<file path="config.mk">
export PLATFORM = sky130hd
export DESIGN_NAME = macc_array
export DESIGN_NICKNAME = d
export VERILOG_FILES = /design/src/rtl/macc_pkg.sv /design/src/rtl/macc_lane_acc.sv /design/src/rtl/macc_lane_fire.sv /design/src/rtl/macc_array.sv
export SDC_FILE = /design/constraint.sdc
export NUM_CORES = 1
export LEC_CHECK = 0
export BUFFER_PORTS_ARGS = -buffer_cell sky130_fd_sc_hd__buf_2
export CORE_MARGIN = 2
export CORE_UTILIZATION = 58
export DETAILED_ROUTE_END_ITERATION = 16
export PLACE_DENSITY = 0.77
export SETUP_SLACK_MARGIN = 0.4
export SLEW_MARGIN = 20
export SYNTH_ARGS = -nofsm -noshare
export SYNTH_HDL_FRONTEND = slang
export SYNTH_HIERARCHICAL = 1
export SYNTH_SLANG_ARGS = --single-unit
</file>
<file path="constraint.sdc">
create_clock -name clk -period 2.78 [get_ports clk]
set_input_delay 0 -clock clk [delete_from_list [all_inputs] [get_ports clk]]
set_output_delay 0 -clock clk [all_outputs]
set_load 0.005 [all_outputs]
</file>
<file path="src/rtl/macc_pkg.sv">
package macc_pkg;
   // Neuron rule selector; code 3 is decoded like code 0
   typedef enum logic [1:0] {
      NM_IF  = 2'd0,
      NM_LIF = 2'd1,
      NM_RMP = 2'd2,
      NM_ALT = 2'd3
   } nmode_e;

   // Sequencer states shared by spike and timestep paths
   typedef enum logic [2:0] {
      ST_IDLE,
      ST_WRD,
      ST_PRD,
      ST_WB,
      ST_ERD,
      ST_EWB
   } seq_e;
endpackage

</file>
<file path="src/rtl/macc_lane_acc.sv">
module macc_lane_acc #(
   parameter int W_P = 10
) (
   input  logic           clk,
   input  logic           rst_n,
   input  logic [W_P-1:0] w,
   input  logic [W_P-1:0] pot,
   output logic [W_P-1:0] sum
);
   localparam logic [W_P-1:0] P_MAX = {1'b0, {(W_P-1){1'b1}}};
   localparam logic [W_P-1:0] P_MIN = {1'b1, {(W_P-1){1'b0}}};

   logic [W_P:0] wide;

   always_comb begin
      wide = {pot[W_P-1], pot} + {w[W_P-1], w};
      if (wide[W_P] != wide[W_P-1])
         sum = wide[W_P] ? P_MIN : P_MAX;
      else
         sum = wide[W_P-1:0];
   end


   sat_dir_chk: assert property (@(posedge clk) disable iff (!rst_n)
      w[W_P-1] ? ($signed(sum) <= $signed(pot)) : ($signed(sum) >= $signed(pot)));
endmodule

</file>
<file path="src/rtl/macc_lane_fire.sv">
module macc_lane_fire
   import macc_pkg::*;
#(
   parameter int W_P  = 10,
   parameter int SH_W = 3
) (
   input  logic            clk,
   input  logic            rst_n,
   input  logic [1:0]      mode,
   input  logic [SH_W-1:0] leak,
   input  logic [W_P-1:0]  thr,
   input  logic [W_P-1:0]  pot,
   output logic [W_P-1:0]  nxt,
   output logic            fire
);
   nmode_e               md;
   logic signed [W_P-1:0] sp, st, shr;

   always_comb begin
      md   = nmode_e'(mode);
      sp   = $signed(pot);
      st   = $signed(thr);
      shr  = sp >>> leak;
      fire = (sp >= st);
      if (fire)
         nxt = (md == NM_RMP) ? W_P'(sp - st) : '0;
      else
         nxt = (md == NM_LIF) ? W_P'(sp - shr) : pot;
   end

   // magnitudes for the decay property
   logic signed [W_P:0] xo, xn;
   logic        [W_P:0] mag_o, mag_n;
   always_comb begin
      xo    = {pot[W_P-1], pot};
      xn    = {nxt[W_P-1], nxt};
      mag_o = (xo < 0) ? W_P'(0) - xo : xo;
      mag_n = (xn < 0) ? W_P'(0) - xn : xn;
   end


   decay_chk: assert property (@(posedge clk) disable iff (!rst_n)
      ($signed(thr) > 0) |-> (mag_n <= mag_o));
endmodule

</file>
<file path="src/rtl/macc_array.sv">
module macc_array
   import macc_pkg::*;
#(
   parameter  int N_IN   = 4,
   parameter  int N_NEU  = 4,
   parameter  int W_W    = 6,
   parameter  int W_P    = 10,
   parameter  int SH_W   = 3,
   localparam int IDX_W  = (N_IN  > 1) ? $clog2(N_IN)  : 1,
   localparam int LANE_W = (N_NEU > 1) ? $clog2(N_NEU) : 1
) (
   input  logic              clk,
   input  logic              rst_n,
   input  logic [1:0]        cfg_mode,
   input  logic [SH_W-1:0]   cfg_leak,
   input  logic [W_P-1:0]    cfg_thr,
   input  logic              wl_valid,
   input  logic [IDX_W-1:0]  wl_row,
   input  logic [LANE_W-1:0] wl_lane,
   input  logic [W_W-1:0]    wl_data,
   input  logic              ev_valid,
   input  logic [IDX_W-1:0]  ev_idx,
   input  logic              ts_valid,
   output logic              acc_ready,
   output logic              out_vld,
   output logic [N_NEU-1:0]  out_spk
);
   localparam int DEPTH  = N_IN + 1;
   localparam int AW     = $clog2(DEPTH);
   localparam int WORD_W = N_NEU * W_P;

   // elaboration checks on the parameter set
   if (W_W < 2 || W_W > W_P) begin : g_bad_width
      $error("weight width must be in 2..W_P");
   end
   if ((1 << IDX_W) != N_IN || (1 << LANE_W) != N_NEU) begin : g_bad_count
      $error("input and neuron counts must be powers of two");
   end

   // shared array: word 0 potentials, word i+1 weight row of input i
   logic [WORD_W-1:0] mem [DEPTH];
   logic [WORD_W-1:0] wrow_q, prow_q, sum_w, nxt_w;
   logic [N_NEU-1:0]  fire_w;
   logic [IDX_W-1:0]  idx_q;
   logic [W_P-1:0]    wl_ext;
   seq_e              state;

   assign wl_ext    = W_P'($signed(wl_data));
   assign acc_ready = (state == ST_IDLE) && !wl_valid;

   always_ff @(posedge clk or negedge rst_n) begin
      if (!rst_n) begin
         state   <= ST_IDLE;
         idx_q   <= '0;
         wrow_q  <= '0;
         prow_q  <= '0;
         out_vld <= 1'b0;
         out_spk <= '0;
         for (int a = 0; a < DEPTH; a++) mem[a] <= '0;
      end else begin
         out_vld <= 1'b0;
         case (state)
            ST_IDLE: begin
               if (wl_valid)
                  mem[AW'(wl_row) + AW'(1)][wl_lane*W_P +: W_P] <= wl_ext;
               else if (ev_valid) begin
                  idx_q <= ev_idx;
                  state <= ST_WRD;
               end else if (ts_valid)
                  state <= ST_ERD;
            end
            ST_WRD: begin
               wrow_q <= mem[AW'(idx_q) + AW'(1)];
               state  <= ST_PRD;
            end
            ST_PRD: begin
               prow_q <= mem[0];
               state  <= ST_WB;
            end
            ST_WB: begin
               mem[0] <= sum_w;
               state  <= ST_IDLE;
            end
            ST_ERD: begin
               prow_q <= mem[0];
               state  <= ST_EWB;
            end
            ST_EWB: begin
               mem[0]  <= nxt_w;
               out_spk <= fire_w;
               out_vld <= 1'b1;
               state   <= ST_IDLE;
            end
            default: state <= ST_IDLE;
         endcase
      end
   end

   // one accumulate lane and one fire lane per neuron column
   for (genvar g = 0; g < N_NEU; g++) begin : g_lane
      macc_lane_acc #(.W_P(W_P)) u_acc (
         .clk (clk),
         .rst_n (rst_n),
         .w   (wrow_q[g*W_P +: W_P]),
         .pot (prow_q[g*W_P +: W_P]),
         .sum (sum_w[g*W_P +: W_P])
      );
      macc_lane_fire #(.W_P(W_P), .SH_W(SH_W)) u_fire (
         .clk  (clk),
         .rst_n (rst_n),
         .mode (cfg_mode),
         .leak (cfg_leak),
         .thr  (cfg_thr),
         .pot  (prow_q[g*W_P +: W_P]),
         .nxt  (nxt_w[g*W_P +: W_P]),
         .fire (fire_w[g])
      );
   end

   logic ev_take, ts_take;
   assign ev_take = acc_ready && ev_valid;
   assign ts_take = acc_ready && !ev_valid && ts_valid;


   spike_busy_chk: assert property (@(posedge clk) disable iff (!rst_n)
      ev_take |=> !acc_ready ##1 !acc_ready ##1 !acc_ready);

   step_lat_chk: assert property (@(posedge clk) disable iff (!rst_n)
      ts_take |=> !out_vld ##1 !out_vld ##1 out_vld);

   vld_pulse_chk: assert property (@(posedge clk) disable iff (!rst_n)
      out_vld |=> !out_vld);

   spk_hold_chk: assert property (@(posedge clk) disable iff (!rst_n)
      !out_vld |-> $stable(out_spk));
endmodule

</file>
==> results of run 1 <==
-- worst paths after layout --
kind                           start                         end  slack [ns]  depth (start not counted)
hold / removal             wl_row[0]                        flop      -0.004                          3
setup / recovery           prow_q[3]                    mem[168]       -0.12                         12
min in group asynchronous      rst_n  asynchronous set/reset pin        0.01                          2
max in group asynchronous      rst_n                  prow_q[21]        1.84                          3
hold reg to reg                 flop                        flop        0.48                          1
setup reg to reg           prow_q[3]                    mem[168]       -0.12                         12
-- metrics by stage --
stage          worst slack (ns)  hold WS (ns)
6_report                 -0.119      -0.00366
5_1_grt                  -0.244        0.0318
4_1_cts                 -0.0896       0.00482
3_5_place_dp             -0.238        0.0854
3_3_place_gp             -0.178        0.0830
2_1_floorplan            -0.140        -0.296
-- metal layers --
metal / vias up / track usage [%] / part of all wire, %
met5: - / 0 / 0.016
met4: 2 / 9.80 / 2.9
met3: 137 / 4.21 / 7.8
met2: 805 / 52.0 / 45
met1: 9570 / 48.0 / 44
li1: 9031 / - / -
-- critical path, cell delays in order (launching register included) --
cell	delay, ns
dfrtp_1	0.40
mux4_2	0.47
mux2_4	0.29
ha_4	0.16
fa_2	0.36
nor2b_4	0.14
o2111ai_2	0.13
nand3_2	0.11
a21oi_2	0.06
or3b_4	0.37
a22oi_2	0.15
a22oi_1	0.11
nand2_1	0.08
-- cells in the final DEF, fill, tap and decap left out, types with 13 or more instances in the layout --
master	count
buf_4	226
nor3_1	26
maj3_2	23
o211ai_1	21
nand4_1	23
mux2i_1	79
ha_1	107
a21oi_2	16
clkbuf_16	31
dfrtp_2	17
o22ai_1	13
a211oi_1	17
o21a_1	28
buf_6	36
and3_1	16
a21oi_1	188
nand2_1	254
mux2_2	87
a21o_1	32
xnor2_1	34
a22oi_2	14
nand2b_1	28
nand3_1	44
a211oi_2	15
o21ai_1	45
dfrtp_1	273
inv_1	70
xor2_1	41
a22oi_1	30
mux4_2	44
o21ai_0	145
buf_2	36
nor2_1	112
o21ai_2	35
nor2b_1	65
-- what timing repair did --
| action | 4_1_cts | 5_1_grt |
|---|---|---|
| endpoints found under the setup margin | 45 | 52 |
| hold endpoints to repair | 96 | 0 |
| hold buffers | 9 | 0 |
| gates cloned | 5 | 1 |
| pin swaps | 109 | 44 |
| resized for setup | 165 | 87 |
| buffers inserted | 70 | 26 |
-- cells by family after synthesis --
group                      after synthesis  synth area share, %
and+or+nand+nor                        650                 14.5
DFF                                    290                 33.3
AOI/OAI and AO/OA                      715                 21.3
buffers and inverters                  232                 4.99
adders and majority gates              162                 9.52
muxes                                  223                 13.3
xor gates and xnor gates                75                 3.02
-- power groups by stage --
stage	Sequential [mW]	Clock [mW]	Combinational, mW
floorplan	6.33	0	17.6
detailed placement	6.75	0	23.1
finish	6.80	4.31	28.4
global route	6.92	4.54	30.7
CTS	6.72	4.34	26.3
global placement	6.68	0	22.5
-- area by class of cell --
class	count	share of cell area (%)
Timing Repair Buffer	321	10.0
Sequential cell	290	27.7
Inverter	80	1.15
Multi-Input combinational cell	1829	54.9
Tap cell	468	2.23
Clock inverter	9	0.591
Clock buffer	45	3.42
==> flow_summary.ini, run 1 <==
[synthesis]
syn-mean-instance-area_sq_um = 9.28
syn_nets = 2513
yosys.area.top_type_share_pct = 33.3
ys_types = 79
synth_area_sq_mm = 0.0218
yosysTopAreaCell = dfrtp_1
synth_warnings = 6
synth_edf_count = 0
synth_commonest_cells = dfrtp_1 (290), nand2_1 (254), a21oi_1 (204), o21ai_0 (193), ha_1 (122)
ys.flop_type = dfrtp_1
ys_seq_area_share_pct = 33.3
synthTopCellsByArea = dfrtp_1 (33%), ha_1 (7.0%), mux2_2 (4.7%), a21oi_1 (4.7%), mux4_2 (4.6%)
synth_seq_cells = 290
synth_cells = 2347
synthMostInstantiatedCell = dfrtp_1
async_reset_ff_share_pct = 100

[clock_network]
clock-sinks = 290
clock_latency_ns = 0.58
cts_tree = done
root_buffer = clkbuf_16
cts_buffers = 31
clockBufferDepth = 3
htreeDepth = 1
clk_pin_slew_ns = 0.07

[floorplanning]
die_h_um = 198
io_pins = 38
die_x_um = 198
rows = 70
core_sq_mm = 0.0368
die_area_sq_mm = 0.0391
start_util_pct = 59.2

[finish]
multi_input_area_sq_mm = 0.0144
area_growth_pct = 20.6
fin_util_pct = 71.4
nNetsFinal = 2719
finalNonFillerCells = 3042
final_area_sq_mm = 0.0263
seq_area_sq_mm = 0.00728
drive_gt1_share_pct = 29.4
num_antenna_cells = 0
n_fill_cell = 2679

[run]
cap_violations = 0

[grt]
grt_usage_pct = 33.1
grt_pass1_vias = 19200
gr-total-overflow = 0
grt_max_degree = 98
antenna_found_initial = 4
grt_first_pass_wirelength_mm = 103

[detailed_routing]
firstDrtPassIters = 6
vias = 19500
ant_nets = 0
routed_wl_mm = 63.7
via_per_inst = 6.43
routedWlPerCell_um = 21.0
first_iter_violations = 1630
drc = 0

[timing]
fin_crit_ns = 2.90
max_freq_ghz = 0.345
maxSlewHeadroom_pct = 43.4
tns_ns = -0.471
rsz0062_at_grt = true
setup_viol = 10
whs_ns = -0.00366
max_slew.worst_pin.slew_ns = 0.849
final.setup.worst_slack_ns = -0.119
maxSlewViolCount = 0
fin_crit_sh_pct = 104
hold_violations = 1
skew_ns = 0.0271

[pwr]
combinationalPowerShare_pct = 71.9
switching_share_pct = 45.7
pwr-share-clk_pct = 10.9
p_per_area_mw_per_mm2 = 1500
cellLeakagePower_nw = 11.8
internal_power_mw = 21.4
seq_power_share_pct = 17.2
switching_power_mw = 18.0
vdd_ir_drop_max_v = 0.00160
power_mw = 39.5

[worst_setup_path]
crit_path_end_kind = flop
crit_required_ns = 3.30
startpoint_type = flop
timing_worst_setup_path_type = flop to flop
critical_path_arrival_ns = 3.42
cp_max_fo = 3

[outcome]
violations = negative hold slack, negative setup slack
status = finished, violations left

[placement]
finalWeightedCongestion = 0.948
dp_cells = 2877
dp_hpwl_mm = 44.7
dpl_cell_area_sq_mm = 0.0234
port_buffers = 37

[min_path]
holdCritPathClass = input pin to flop
Power figures use the tool's default switching activity.
==> run 2: changes to the inputs <==
CELL_PAD_IN_SITES_DETAIL_PLACEMENT = 1   (was default)
CELL_PAD_IN_SITES_GLOBAL_PLACEMENT = 1   (was default)
CORE_UTILIZATION = 46   (was 58)
PLACE_DENSITY = default   (was 0.77)
PLACE_DENSITY_LB_ADDON = 0.1   (was default)
==> flow_summary.ini, run 2 (synthesis gave the netlist of run 1 again) <==
[clock_network]
clock_latency_ns = 0.55
htreeDepth = 2
cts_tree = done
clockBufferDepth = 3
clock-sinks = 290
cts_buffers = 36
clk_pin_slew_ns = 0.06
root_buffer = clkbuf_16

[pwr]
p_per_area_mw_per_mm2 = 1530
power_mw = 41.9
combinationalPowerShare_pct = 72.7
cellLeakagePower_nw = 12.1
switching_power_mw = 19.6
vdd_ir_drop_max_v = 0.00194
switching_share_pct = 46.7
seq_power_share_pct = 16.3
pwr-share-clk_pct = 10.9
internal_power_mw = 22.3

[grt]
gr-total-overflow = 0
grt_max_degree = 96
grt_first_pass_wirelength_mm = 118
antenna_found_initial = 2
grt_pass1_vias = 20700
grt_usage_pct = 30.0

[detailed_routing]
route.met2.wl_mm = 34.4
vias = 19700
first_iter_violations = 1219
firstDrtPassIters = 11
routedWlPerCell_um = 22.9
wl_met3_mm = 2.92
drc = 2
met1_length_mm = 35.6
ant_nets = 0
maxUsedRoutingLayer = met4
via_per_inst = 6.08
routed_wl_mm = 74.2

[placement]
dp_hpwl_mm = 52.5
pre_cts_slack_ns = -0.317
port_buffers = 37
dp_cells = 3073
finalWeightedCongestion = 0.893

[floorplanning]
rows = 79
die_h_um = 222
die_x_um = 222
die_area_sq_mm = 0.0491
start_util_pct = 46.7
core_sq_mm = 0.0467
io_pins = 38

[run]
cap_violations = 0

[timing]
final.setup.worst_slack_ns = -0.202
hold_violations = 0
max_slew.worst_pin.slew_ns = 0.988
skew_ns = 0.0191
setup_viol = 16
maxSlewViolCount = 0
whs_ns = 0.0338
max_freq_ghz = 0.335
maxSlewHeadroom_pct = 33.3
rsz0062_at_grt = true
fin_crit_ns = 2.98
fin_crit_sh_pct = 107

[outcome]
status = finished, violations left
violations = design-rule violations, negative setup slack

[finish]
finalNonFillerCells = 3244
layout_commonest_cell = dfrtp_1
fin_util_pct = 58.6
nNetsFinal = 2776
layout_common_cells = dfrtp_1 (277), buf_4 (265), nand2_1 (254)
num_antenna_cells = 0
area_growth_pct = 25.6
drive_gt1_share_pct = 33.1

[worst_setup_path]
crit_required_ns = 3.26
cp_max_fo = 3
critical_path_arrival_ns = 3.46
rrSetupSlack_ns = -0.20
crit_path_end_kind = flop
timing_worst_setup_path_type = flop to flop
startpoint_type = flop

[min_path]
holdCritPathClass = input pin to flop
==> run 2: timing repair <==
item                                   CTS  global route
pin swaps                              120            97
setup buffers                           57            33
setup endpoints to repair               44            65
hold buffers                            10             0
gates cloned                             6             0
gates resized for setup                208           134
endpoints found under the hold margin   97             0
==> run 2: per-stage QoR <==
step | TNS, ns | instance area [sq um]
floorplan | -0.140 | 21900
global placement | -2.07 | 24000
detailed placement | -5.26 | 24000
CTS | -0.853 | 26500
global route | -4.70 | 27300
finish | -1.18 | 27300
==> run 2: final timing paths <==
check,start,to,cells past startpoint
worst max-delay path,prow_q[8],mem[169],16
worst min-delay path,wl_row[0],flop,3
worst max register to register,prow_q[8],mem[169],16
worst min register to register,flop,flop,2
max in group asynchronous,rst_n,prow_q[10],3
min in group asynchronous,rst_n,asynchronous set/reset pin,2
==> run 2: metal layers <==
metal / vias up / track usage [%]
li1: 9138 / -
met2: 385 / 48.6
met3: 80 / 2.62
met4: 0 / 6.84
met5: - / 0
met1: 10100 / 43.7
==> run 2: final cells by class <==
cell class                 count  area [sq um]
clock inverter                 7          60.1
inverter                      80           308
sequential                   290          7270
clock buffer                  58          1080
multi-input combinational   1829         14800
fill                        5191         19300
timing repair buffer         373          3070
tap                          607           759
==> run 2: worst max-delay path: stages, from the launching register on <==
cell and delay (ns):
dfrtp_2 0.43, buf_4 0.15, mux2i_2 0.18, nand2_1 0.08, o21ai_1 0.12, buf_4 0.14, nor2_1 0.04, a21oi_1 0.13
ha_1 0.27, o21ai_0 0.24, nand2b_1 0.09, o21a_1 0.16, a2111oi_4 0.34, a211oi_2 0.08, o22ai_2 0.27, a22oi_1 0.13
nand2_1 0.09
==> run 2: power groups by stage <==
stage | Clock (mW) | Sequential (mW) | Combinational [mW]
after floorplan | 0 | 6.33 | 17.6
after global placement | 0 | 6.70 | 23.8
after detailed placement | 0 | 6.77 | 24.7
after CTS | 4.67 | 6.76 | 28.3
after global routing | 4.81 | 6.97 | 33.0
final | 4.58 | 6.85 | 30.5
